==> src/rtl/alarm_irq_pkg.sv <==
// Shared constants for the dual alarm unit: number of alarms, number
// of byte fields per alarm, and control bit positions.
// Assumes exactly two alarms; the routing logic depends on that.
package alarm_irq_pkg;
    localparam int NUM_ALARMS = 2;
    localparam int NUM_FIELDS = 4;   // seconds, minutes, hours, weekday
    localparam int CTRL_EN0   = 0;
    localparam int CTRL_EN1   = 1;
    localparam int CTRL_SPLIT = 2;
endpackage

==> src/rtl/alarm_slot.sv <==
// One alarm: its byte fields, the per-field match with top-bit mask,
// and the sticky match flag.
// Assumes now_bytes holds field 0 (seconds) in its lowest byte, and that
// sec_tick is high only in a cycle where those bytes are new.
module alarm_slot
    import alarm_irq_pkg::*;
#(
    parameter int DATA_W = 8,
    parameter int ADDR_W = 8,
    parameter int BASE   = 7
) (
    input  logic                         clk,
    input  logic                         rst_n,
    input  logic                         acc_valid,
    input  logic                         acc_write,
    input  logic [ADDR_W-1:0]            acc_addr,
    input  logic [DATA_W-1:0]            acc_wdata,
    input  logic                         sec_tick,
    input  logic [NUM_FIELDS*DATA_W-1:0] now_bytes,
    output logic                         flag,
    output logic [DATA_W-1:0]            rd_data
);
    localparam int MASK_BIT = DATA_W - 1;

    logic [NUM_FIELDS-1:0]             fsel;
    logic [NUM_FIELDS-1:0]             fhit;
    logic [NUM_FIELDS-1:0][DATA_W-1:0] field_v;
    logic                              all_hit;
    logic                              set_ev;
    logic                              clr_ev;
    logic                              flag_q;

    generate
        for (genvar i = 0; i < NUM_FIELDS; i++) begin : g_field
            localparam logic [ADDR_W-1:0] FADDR = ADDR_W'(BASE + i);
            logic [DATA_W-1:0] val_q;

            assign fsel[i] = (acc_addr == FADDR);

            // Hold the field byte; load it on a host write to its address.
            always_ff @(posedge clk) begin
                if (!rst_n)
                    val_q <= '0;
                else if (acc_valid && acc_write && fsel[i])
                    val_q <= acc_wdata;
            end

            assign field_v[i] = val_q;
            // A field matches when masked or equal in every bit.
            assign fhit[i] = val_q[MASK_BIT] ||
                             (val_q == now_bytes[i*DATA_W +: DATA_W]);
        end
    endgenerate

    // Read data for whichever field the address selects, else zero.
    always_comb begin
        rd_data = '0;
        for (int i = 0; i < NUM_FIELDS; i++)
            if (fsel[i]) rd_data = rd_data | field_v[i];
    end

    assign all_hit = &fhit;
    assign set_ev  = sec_tick && all_hit;
    assign clr_ev  = acc_valid && (|fsel);

    // Sticky flag: a match wins over a same-cycle clearing access.
    always_ff @(posedge clk) begin
        if (!rst_n)
            flag_q <= 1'b0;
        else if (set_ev)
            flag_q <= 1'b1;
        else if (clr_ev)
            flag_q <= 1'b0;
    end

    assign flag = flag_q;


    flag_needs_tick_chk: assert property (@(posedge clk) disable iff (!rst_n)
        (!flag_q && !sec_tick) |=> !flag_q);


    flag_sets_on_match_chk: assert property (@(posedge clk) disable iff (!rst_n)
        (sec_tick && all_hit) |=> flag_q);


    flag_clears_on_access_chk: assert property (@(posedge clk) disable iff (!rst_n)
        (acc_valid && (|fsel) && !(sec_tick && all_hit)) |=> !flag_q);


    field_write_chk: assert property (@(posedge clk) disable iff (!rst_n)
        (acc_valid && acc_write && fsel[0]) |=> (field_v[0] == $past(acc_wdata)));
endmodule

==> src/rtl/alarm_irq_route.sv <==
// Maps the two alarm flags and enables onto the two active-low interrupt
// outputs, under the split bit.
// Assumes two alarms. The outputs are combinational from registered
// flags and control bits.
module alarm_irq_route (
    input  logic       clk,
    input  logic       rst_n,
    input  logic [1:0] flags,
    input  logic [1:0] enables,
    input  logic       split,
    output logic       irq0_n,
    output logic       irq1_n
);
    logic act0;
    logic act1;

    // Qualify each flag by its enable.
    always_comb begin
        act0 = flags[0] && enables[0];
        act1 = flags[1] && enables[1];
    end

    // Route alarm 1 to the shared or its own output; drive active low.
    always_comb begin
        irq0_n = !(act0 || (act1 && !split));
        irq1_n = !(act1 && split);
    end


    shared_mode_quiet_chk: assert property (@(posedge clk) disable iff (!rst_n)
        !split |-> irq1_n);


    alarm0_drives_first_chk: assert property (@(posedge clk) disable iff (!rst_n)
        (flags[0] && enables[0]) |-> !irq0_n);


    first_idle_chk: assert property (@(posedge clk) disable iff (!rst_n)
        (!(flags[0] && enables[0]) && split) |-> irq0_n);
endmodule

==> src/rtl/alarm_irq_unit.sv <==
// Top of the dual alarm unit. Holds the control byte, builds the status
// byte, runs the host read mux, and instantiates the alarm slots and the
// interrupt router.
// Assumes a single-cycle host access: the write takes effect at the edge,
// and read data is combinational during the access cycle.
module alarm_irq_unit
    import alarm_irq_pkg::*;
#(
    parameter int DATA_W    = 8,
    parameter int ADDR_W    = 8,
    parameter int ALM_BASE  = 7,
    parameter int CTRL_ADDR = 15,
    parameter int STAT_ADDR = 16
) (
    input  logic              clk,
    input  logic              rst_n,
    input  logic              sec_tick,
    input  logic [DATA_W-1:0] now_sec,
    input  logic [DATA_W-1:0] now_min,
    input  logic [DATA_W-1:0] now_hour,
    input  logic [DATA_W-1:0] now_wday,
    input  logic              acc_valid,
    input  logic              acc_write,
    input  logic [ADDR_W-1:0] acc_addr,
    input  logic [DATA_W-1:0] acc_wdata,
    output logic [DATA_W-1:0] acc_rdata,
    output logic              irq0_n,
    output logic              irq1_n
);
    localparam logic [ADDR_W-1:0] CTRL_A = ADDR_W'(CTRL_ADDR);
    localparam logic [ADDR_W-1:0] STAT_A = ADDR_W'(STAT_ADDR);

    logic [NUM_FIELDS*DATA_W-1:0] now_bytes;
    logic [NUM_ALARMS-1:0]        flag_v;
    logic [DATA_W-1:0]            slot_rd [NUM_ALARMS];
    logic [DATA_W-1:0]            ctrl_q;
    logic [DATA_W-1:0]            status_v;
    logic [DATA_W-1:0]            rd_mux;

    assign now_bytes = {now_wday, now_hour, now_min, now_sec};

    generate
        for (genvar k = 0; k < NUM_ALARMS; k++) begin : g_alarm
            alarm_slot #(
                .DATA_W (DATA_W),
                .ADDR_W (ADDR_W),
                .BASE   (ALM_BASE + k * NUM_FIELDS)
            ) i_slot (
                .clk       (clk),
                .rst_n     (rst_n),
                .acc_valid (acc_valid),
                .acc_write (acc_write),
                .acc_addr  (acc_addr),
                .acc_wdata (acc_wdata),
                .sec_tick  (sec_tick),
                .now_bytes (now_bytes),
                .flag      (flag_v[k]),
                .rd_data   (slot_rd[k])
            );
        end
    endgenerate

    // Control byte: fully writable, low three bits functional.
    always_ff @(posedge clk) begin
        if (!rst_n)
            ctrl_q <= '0;
        else if (acc_valid && acc_write && (acc_addr == CTRL_A))
            ctrl_q <= acc_wdata;
    end

    // Status byte: flags in the enable positions, the rest zero.
    assign status_v = {{(DATA_W - NUM_ALARMS){1'b0}}, flag_v};

    // Host read mux: alarm fields, control, status, else zero.
    always_comb begin
        rd_mux = '0;
        for (int k = 0; k < NUM_ALARMS; k++)
            rd_mux = rd_mux | slot_rd[k];
        if (acc_addr == CTRL_A) rd_mux = ctrl_q;
        if (acc_addr == STAT_A) rd_mux = status_v;
    end

    // Present read data only during a read access.
    assign acc_rdata = (acc_valid && !acc_write) ? rd_mux : '0;

    alarm_irq_route i_route (
        .clk     (clk),
        .rst_n   (rst_n),
        .flags   (flag_v[1:0]),
        .enables ({ctrl_q[CTRL_EN1], ctrl_q[CTRL_EN0]}),
        .split   (ctrl_q[CTRL_SPLIT]),
        .irq0_n  (irq0_n),
        .irq1_n  (irq1_n)
    );


    ctrl_store_chk: assert property (@(posedge clk) disable iff (!rst_n)
        (acc_valid && acc_write && (acc_addr == CTRL_A)) |=> (ctrl_q == $past(acc_wdata)));


    status_write_ignored_chk: assert property (@(posedge clk) disable iff (!rst_n)
        (acc_valid && acc_write && (acc_addr == STAT_A) && !sec_tick) |=> $stable(flag_v));
endmodule

==> config.mk <==
export PLATFORM = sky130hd
export DESIGN_NAME = alarm_irq_unit
export DESIGN_NICKNAME = d
export VERILOG_FILES = /design/src/rtl/alarm_irq_pkg.sv /design/src/rtl/alarm_slot.sv /design/src/rtl/alarm_irq_route.sv /design/src/rtl/alarm_irq_unit.sv
export SDC_FILE = /design/constraint.sdc
export NUM_CORES = 1
export LEC_CHECK = 0
export ABC_AREA = 0
export BUFFER_PORTS_ARGS = -buffer_cell sky130_fd_sc_hd__buf_2
export CAP_MARGIN = 5
export CORE_AREA = 2 2 151 124
export CTS_BUF_LIST = sky130_fd_sc_hd__clkbuf_8 sky130_fd_sc_hd__clkbuf_16
export DETAILED_ROUTE_END_ITERATION = 8
export DIE_AREA = 0 0 153 126
export PLACE_DENSITY = 0.44
export SLEW_MARGIN = 20
export SYNTH_ARGS = -nofsm -noshare
export SYNTH_HDL_FRONTEND = slang
export SYNTH_HIERARCHICAL = 1
export SYNTH_SLANG_ARGS = --single-unit
==> constraint.sdc <==
create_clock -name clk -period 2.02 [get_ports clk]
set_input_delay 0.101 -clock clk [delete_from_list [all_inputs] [get_ports clk]]
set_output_delay 0.101 -clock clk [all_outputs]
set_load 0.01 [all_outputs]
# == Yosys cells after proc, flatten, opt, wreduce, memory -nomap -nowiden ==
# Cells that the tools add are included.
# op_classes
bitwise_logic,7
muxes,15
n_eq_ne,18
reduce_logical,38
# ops
cell,n
8-bit 2-to-1 mux,11
"8-bit by 4-bit equality test with 1-bit output, second input constant",8
8-bit equality test,8
8-bit OR,7
1-bit logical AND,19
1-bit logical OR,9
"8-bit by 3-bit equality test with 1-bit output, second input constant",1
"8-bit by 5-bit equality test with 1-bit output, second input constant",1
4-bit AND reduction,2
4-bit OR reduction,2
1-bit logical NOT,4
1-bit 2-to-1 mux,4
2-bit nonzero test,2
# word_totals
register_bits,74
input_bits,53

# == Depth between registers and ports, before layout ==
# Gate-level depths: netlist of run 1.
# depth
depth_word,12
depth_mapped,7
depth_no_buf,6

# == Cells and area by module ==
# Netlist of run 1, hierarchy kept.
# by_module_without_submodules
module,area_per_inst_um2,cells_per_inst,instances,seq_area_each_um2
alarm_slot at g_alarm[1].i_slot,1879.3,188,1,660.6
alarm_slot at g_alarm[0].i_slot,1858.0,190,1,660.6
alarm_irq_unit,601.8,79,1,160.2
alarm_irq_route,23.8,3,1,0.0

# == Worst setup path before layout of run 1 ==
# OpenSTA, ideal clock, no wires.
# synth_path
path_type,input port to output port
start,input port acc_addr[7]
end,output port acc_rdata[1]
arrival_time_ps,1748
stages,7
path_slack_ps,171
required_time_ps,1919
cell_sequence,or4_4 -> buf_6 -> nor2_1 -> a22oi_1 -> o21ai_0 -> a211oi_1 -> o32ai_1
# synth_lines
element,line,text
start: declaration,alarm_irq_unit.sv:24,"input logic [ADDR_W-1:0] acc_addr,"
end: declaration,alarm_irq_unit.sv:26,"output logic [DATA_W-1:0] acc_rdata,"

==> impl_metrics.toml, run 1 <==
[clock_network]
clkLatencyLatePin_ps = 330
cts_max_level = 3
clkSinkCount = 74
clockBufferDepth = 2
numCtsBuffers = 9
root_buffer = "clkbuf_16"
tritoncts = "yes"
clk_pin_slew_worst_paths_ps = 50

[yosys]
yosysWarnings = 6
synth_mux_area_share_pct = 14.7
synth_top_family_by_area = "simple AND/OR/NAND/NOR gates"
syn_avg_cell_area_um2 = 9.48
ys_ff_latch = 74
synth_fp_nets = 513
post_synth_instance_area_um2 = 4360
synth_edf_count = 0
ys_types = 45
synth_xor_xnor_area_share_pct = 11.2
synth-async-reset-ratio_pct = 0
yosys_most_used_dff = "dfxtp_1"
yosys.area_share.simple_pct = 24.8
ys_seq_area_share_pct = 34.0
synth_adder_area_share_pct = 0
synth_compound_area_share_pct = 12.3
synthCells = 460

[die]
num_rows = 44
coreArea_um2 = 17800
die_h_um = 126
ios = 63
die-area_um2 = 19300
start_util_pct = 24.5
die_x_um = 153

[setup_path]
cp-end-kind = "output port"
path_class = "input port to output port"
worstPathArrival_ps = 1870
ff2ff_path_depth = 6
path_max_fanout = 9
start_kind = "input port"
crit_required_ps = 1920

[power_and_ir_drop]
p_leak_nw = 2.03
ir_drop_v = 0.000372
power_density_nw_per_um2 = 620

[sta]
fin_crit_ps = 1970
finalCritPeriodShare_pct = 97.7
final.setup.tns_ps = 0
setup_viol = 0
final-hold-violation-count = 0
setup_slack_ps = 46.8
rsz0062_at_grt = "true"
clock_skew_ps = 5.69
worstMarginPinSlew_ps = 544
slew_headroom_pct = 63.7
max_freq_ghz = 0.507
drv_slew = 0

[place]
place_congestion = 0.897
pre_cts_slack_ps = -82.0
port_buffers = 62
place.detailed.hpwl_um = 12500
dpl-instance-area_um2 = 5100

[grt]
grt_pass1_wl_um = 24000
antenna_found_initial = 0
grt_max_degree = 35
first_global_vias = 3826
grt-ovfl-total = 0
grtUsageTotal_pct = 16.8

[route]
drt-initial-drc-count = 282
ant_nets = 0
routed_wl_um = 16000
drc = 0
route.vias.total = 3896
drt_pass1_iterations = 7
viasPerCell = 5.02
wl_per_cell_um = 20.6

[finish]
nets = 594
layout-drive-gt1-share_pct = 22.0
final_area_um2 = 5420
area.growth.synth_to_final_pct = 24.3
final_cell_mix = "dfxtp_1, nor2b_1, mux2i_1, buf_2, xor2_1"
final_common_cell = "dfxtp_1"
antenna_cells = 0

[outcome]
status = "finished clean"

[job]
cap_violations = 0

[hold_path]
hp-class = "input port to register"
worstHoldPathCells = 3
-- synth_stat cells, drive strengths merged (8+ instances only) --
master	number	share of area, %
nand2	25	2.2
a22oi	16	2.8
buf	10	1.8
a211oi	8	1.4
nor3	12	2.2
nor4	20	3.9
dfxtp	74	34
a21oi	15	1.7
clkbuf	10	0.86
xor2	56	11
o31ai	8	1.4
nand4	8	1.1
a222oi	8	1.8
nor2	9	0.77
o21ai	10	1.1
mux2i	64	15
nor2b	66	9.5
-- state kept, by name, summed over array words and instances, names as in the netlist --
register	cells
ctrl_q	8
g_alarm.i_slot/flag	2
g_alarm.i_slot/g_field.val_q	64
-- per-layer routing --
layer	part of all wire (%)	wire length [um]	global-route usage, %
met1	47	7470	22.1
met2	47	7450	27.3
met3	3.6	570	3.23
met4	3.2	517	6.54
met5	0	0	0
-- cell families after synthesis --
group | Yosys count
buffers and inverters | 24
AND/OR/NAND/NOR | 167
AO/OA/AOI/OAI | 75
XOR/XNOR | 56
multiplexers | 64
flip-flops | 74
-- per-stage QoR --
stage	instances	hold slack (ps)	power [mW]	util [%]
after global placement	760	464	1.80	28.7
final	776	178	3.36	30.5
after floorplan	460	229	1.62	-
after global routing	776	201	3.49	30.5
after CTS	776	167	3.41	30.4
after detailed placement	760	466	1.80	28.7
-- worst max-delay path: stages --
cell and delay [ps]:
buf_2 120, or4_4 570, nor4_4 160, buf_6 180, a222oi_1 130, nand2_1 120, a211oi_1 50, o32ai_1 250
buf_2 180
-- worst paths after layout --
| path | from | to | slack (ps) |
|---|---|---|---|
| worst max-delay path | acc_addr[7] | acc_rdata[0] | 50 |
| worst min-delay path | acc_wdata[7] | ctrl_q[7]$_SDFFE_PN0P_ | 180 |
| worst max register to register | g_alarm[0].i_slot/g_field[0].val_q[4]$_SDFFE_PN0P_ | g_alarm[0].i_slot/flag$_SDFFE_PN0P_ | 340 |
| worst min register to register | ctrl_q[5]$_SDFFE_PN0P_ | ctrl_q[5]$_SDFFE_PN0P_ | 470 |
-- power breakdown --
| part | total, mW | switching [mW] | internal (mW) |
|---|---|---|---|
| combinational | 0.312 | 0.196 | 0.115 |
| clock | 1.59 | 0.583 | 1.01 |
| sequential | 1.46 | 0.00133 | 1.46 |
-- final cells by class --
class,count,area [um^2]
inverters,4,15.0
fillers,1878,12400
clock buffers,11,253
flip-flops and latches,74,1480
well taps,230,288
multi-input cells,362,2780
repair buffers,90,566
clock inverters,5,46.3
-- repair_timing --
item | 4_1_cts | 5_1_grt
endpoints found under the hold margin | 0 | 0
gates resized for setup | 3 | 5
buffers inserted | 0 | 0
setup endpoints to repair | 8 | 5
hold buffers | 0 | 0
Note: power is estimated with default switching activity, not from simulation.
==> run 2, diff against run 1 <==
ABC_AREA = 1   (was 0)
CORE_AREA = 10 10 112 94   (was 2 2 151 124)
DIE_AREA = 0 0 122 104   (was 0 0 153 126)
PLACE_DENSITY = 0.82   (was 0.44)
==> impl_metrics.toml, run 2 <==
[route]
drt-initial-drc-count = 594
wl_per_cell_um = 16.7
ant_nets = 0
route.vias.total = 5000
drt_pass1_iterations = 6
viasPerCell = 5.43
routed_wl_um = 15400
drc = 0

[sta]
setup_viol = 0
worstMarginPinSlew_ps = 495
slew_headroom_pct = 66.9
final.setup.tns_ps = 0
fin_crit_ps = 1930
rsz0062_at_grt = "false"
clock_skew_ps = 8.60
finalCritPeriodShare_pct = 95.4
max_freq_ghz = 0.519
final-hold-violation-count = 0
setup_slack_ps = 93.3
drv_slew = 0

[die]
coreArea_um2 = 8300
num_rows = 30
die_h_um = 104
ios = 63
die_x_um = 122
die-area_um2 = 12700
start_util_pct = 56.5

[yosys]
synth_common_cells = "nand2_1, inv_1, nor2_1"
synthTopCellsByArea = "dfxtp_1, nand2_1, inv_1, nor2_1, a21oi_1"
post_synth_instance_area_um2 = 4690
netlist.area_leader.share_pct = 31.6
synth-async-reset-ratio_pct = 0
yosysWarnings = 6
synth_fp_nets = 795
ys_seq_area_share_pct = 31.6
synth_compound_area_share_pct = 17.3
yosysTopAreaCell = "dfxtp_1"
ys_ff_latch = 74
synthCells = 742
syn_avg_cell_area_um2 = 6.32
synth_top_family_by_area = "simple AND/OR/NAND/NOR gates"
synth_edf_count = 0
yosys.area_share.simple_pct = 33.4
ys_types = 34
synth_xor_xnor_area_share_pct = 5.04
synth_mux_area_share_pct = 0
yosys_most_used_dff = "dfxtp_1"
synth_most_common_cell = "nand2_1"
synth_adder_area_share_pct = 0

[clock_network]
clkSinkCount = 74
post-cts-setup-buffer-count = 0
cts_max_level = 3
hold_buffers = 0
root_buffer = "clkbuf_8"
numCtsBuffers = 9
clkLatencyLatePin_ps = 360
clockBufferDepth = 2
clk_pin_slew_worst_paths_ps = 90
tritoncts = "yes"

[grt]
grtUsageTotal_pct = 23.6
first_global_vias = 4637
antenna_found_initial = 0
grt_max_degree = 25
grt_pass1_wl_um = 24100
grt-ovfl-total = 0

[setup_path]
reg2reg_from = "g_alarm[1].i_slot/g_field[0].val_q[0]$_SDFFE_PN0P_"
path_max_fanout = 3
cp-startpoint = "g_alarm[0].i_slot/g_field[0].val_q[1]$_SDFFE_PN0P_"
worstPathArrival_ps = 1830
start_kind = "register"
cp-end-kind = "output port"
path_class = "register to output port"
crit_required_ps = 1920

[job]
cap_violations = 0

[finish]
largest_reg_flops = 64
area.growth.synth_to_final_pct = 13.0
layout-drive-gt1-share_pct = 17.3
nets = 857
final_cell_mix = "nand2_1, inv_1, nor2_1, dfxtp_1, buf_2"
antenna_cells = 0
top_register = "g_alarm.i_slot/g_field.val_q"
final_common_cell = "nand2_1"
fill_cells = 757
final_util_pct = 63.9
final_area_um2 = 5300

[place]
place.detailed.hpwl_um = 11600
place_congestion = 1.04
port_buffers = 62
pre_cts_slack_ps = 66.5
dpl-instance-area_um2 = 5060

[power_and_ir_drop]
ir_drop_v = 0.000373
power_frac_clock_pct = 40.1
p_sw_mw = 0.829
finalPower_mw = 3.01
seq_power_share_pct = 48.5
p_leak_nw = 2.38
power_density_nw_per_um2 = 568
swShare_pct = 27.5
pwr-share-comb_pct = 11.5
p_int_mw = 2.18

[outcome]
status = "finished clean"

[hold_path]
hold_start = "acc_wdata[2]"
hp-class = "input port to register"
-- run 2: path summary, 6_finish.rpt --
check	cells past startpoint	to	slack, ps
min	3	g_alarm[1].i_slot/g_field[2].val_q[2]$_SDFFE_PN0P_	160
min reg2reg	2	g_alarm[1].i_slot/g_field[3].val_q[7]$_SDFFE_PN0P_	490
max	10	acc_rdata[1]	90
max reg2reg	11	g_alarm[1].i_slot/flag$_SDFFE_PN0P_	600
-- run 2: metal layers --
metal | track usage, % | share of wire (%) | up-vias
met4 | 8.84 | 2.5 | 0
met2 | 34.7 | 44 | 259
met1 | 30.7 | 41 | 2238
met3 | 8.14 | 12 | 38
met5 | 0 | 0 | -
li1 | - | - | 2465
-- run 2: critical path, cell delays in order (launching register included) --
cell and delay, ps:
dfxtp_1 320, inv_1 120, nor2_1 80, a221oi_2 210, o21ai_0 110, or2_2 280, nand2_1 70, nand2_1 50
nand2_1 50, nand2_1 40, buf_2 140
-- run 2: final cells by class --
cell class | instances | area (um^2) | share of cell area [%]
sequential | 74 | 1480 | 27.9
clock inverter | 6 | 65.1 | 1.23
inverter | 121 | 457 | 8.61
clock buffer | 10 | 138 | 2.60
tap | 112 | 140 | 2.64
timing repair buffer | 68 | 368 | 6.94
multi-input combinational | 530 | 2650 | 50.0
-- run 2: cell families (layout without fill, tap and decap cells) --
family,after synthesis,after routing
AO/OA/AOI/OAI,147,147
flip-flops,74,74
XOR/XNOR,27,27
buffers and inverters,138,205
AND/OR/NAND/NOR,356,356
-- run 2: stage by stage --
step           cells  hold slack, ps
6_report         921             158
5_1_grt          921             146
4_1_cts          921             137
3_5_place_dp     905             468
3_3_place_gp     905             460
2_1_floorplan    742             236
-- run 2: power by group through the flow --
stage | sequential (mW) | clock (mW) | combinational [mW]
2_1_floorplan | 1.49 | 0 | 0.174
3_3_place_gp | 1.49 | 0 | 0.325
3_5_place_dp | 1.49 | 0 | 0.335
4_1_cts | 1.46 | 1.21 | 0.337
5_1_grt | 1.46 | 1.27 | 0.377
6_report | 1.46 | 1.21 | 0.346
-- run 2: timing repair --
| action | in CTS | in global routing |
|---|---|---|
| setup endpoints to repair | 0 | 6 |
| hold endpoints to repair | 0 | 0 |
| resized for setup | 0 | 8 |
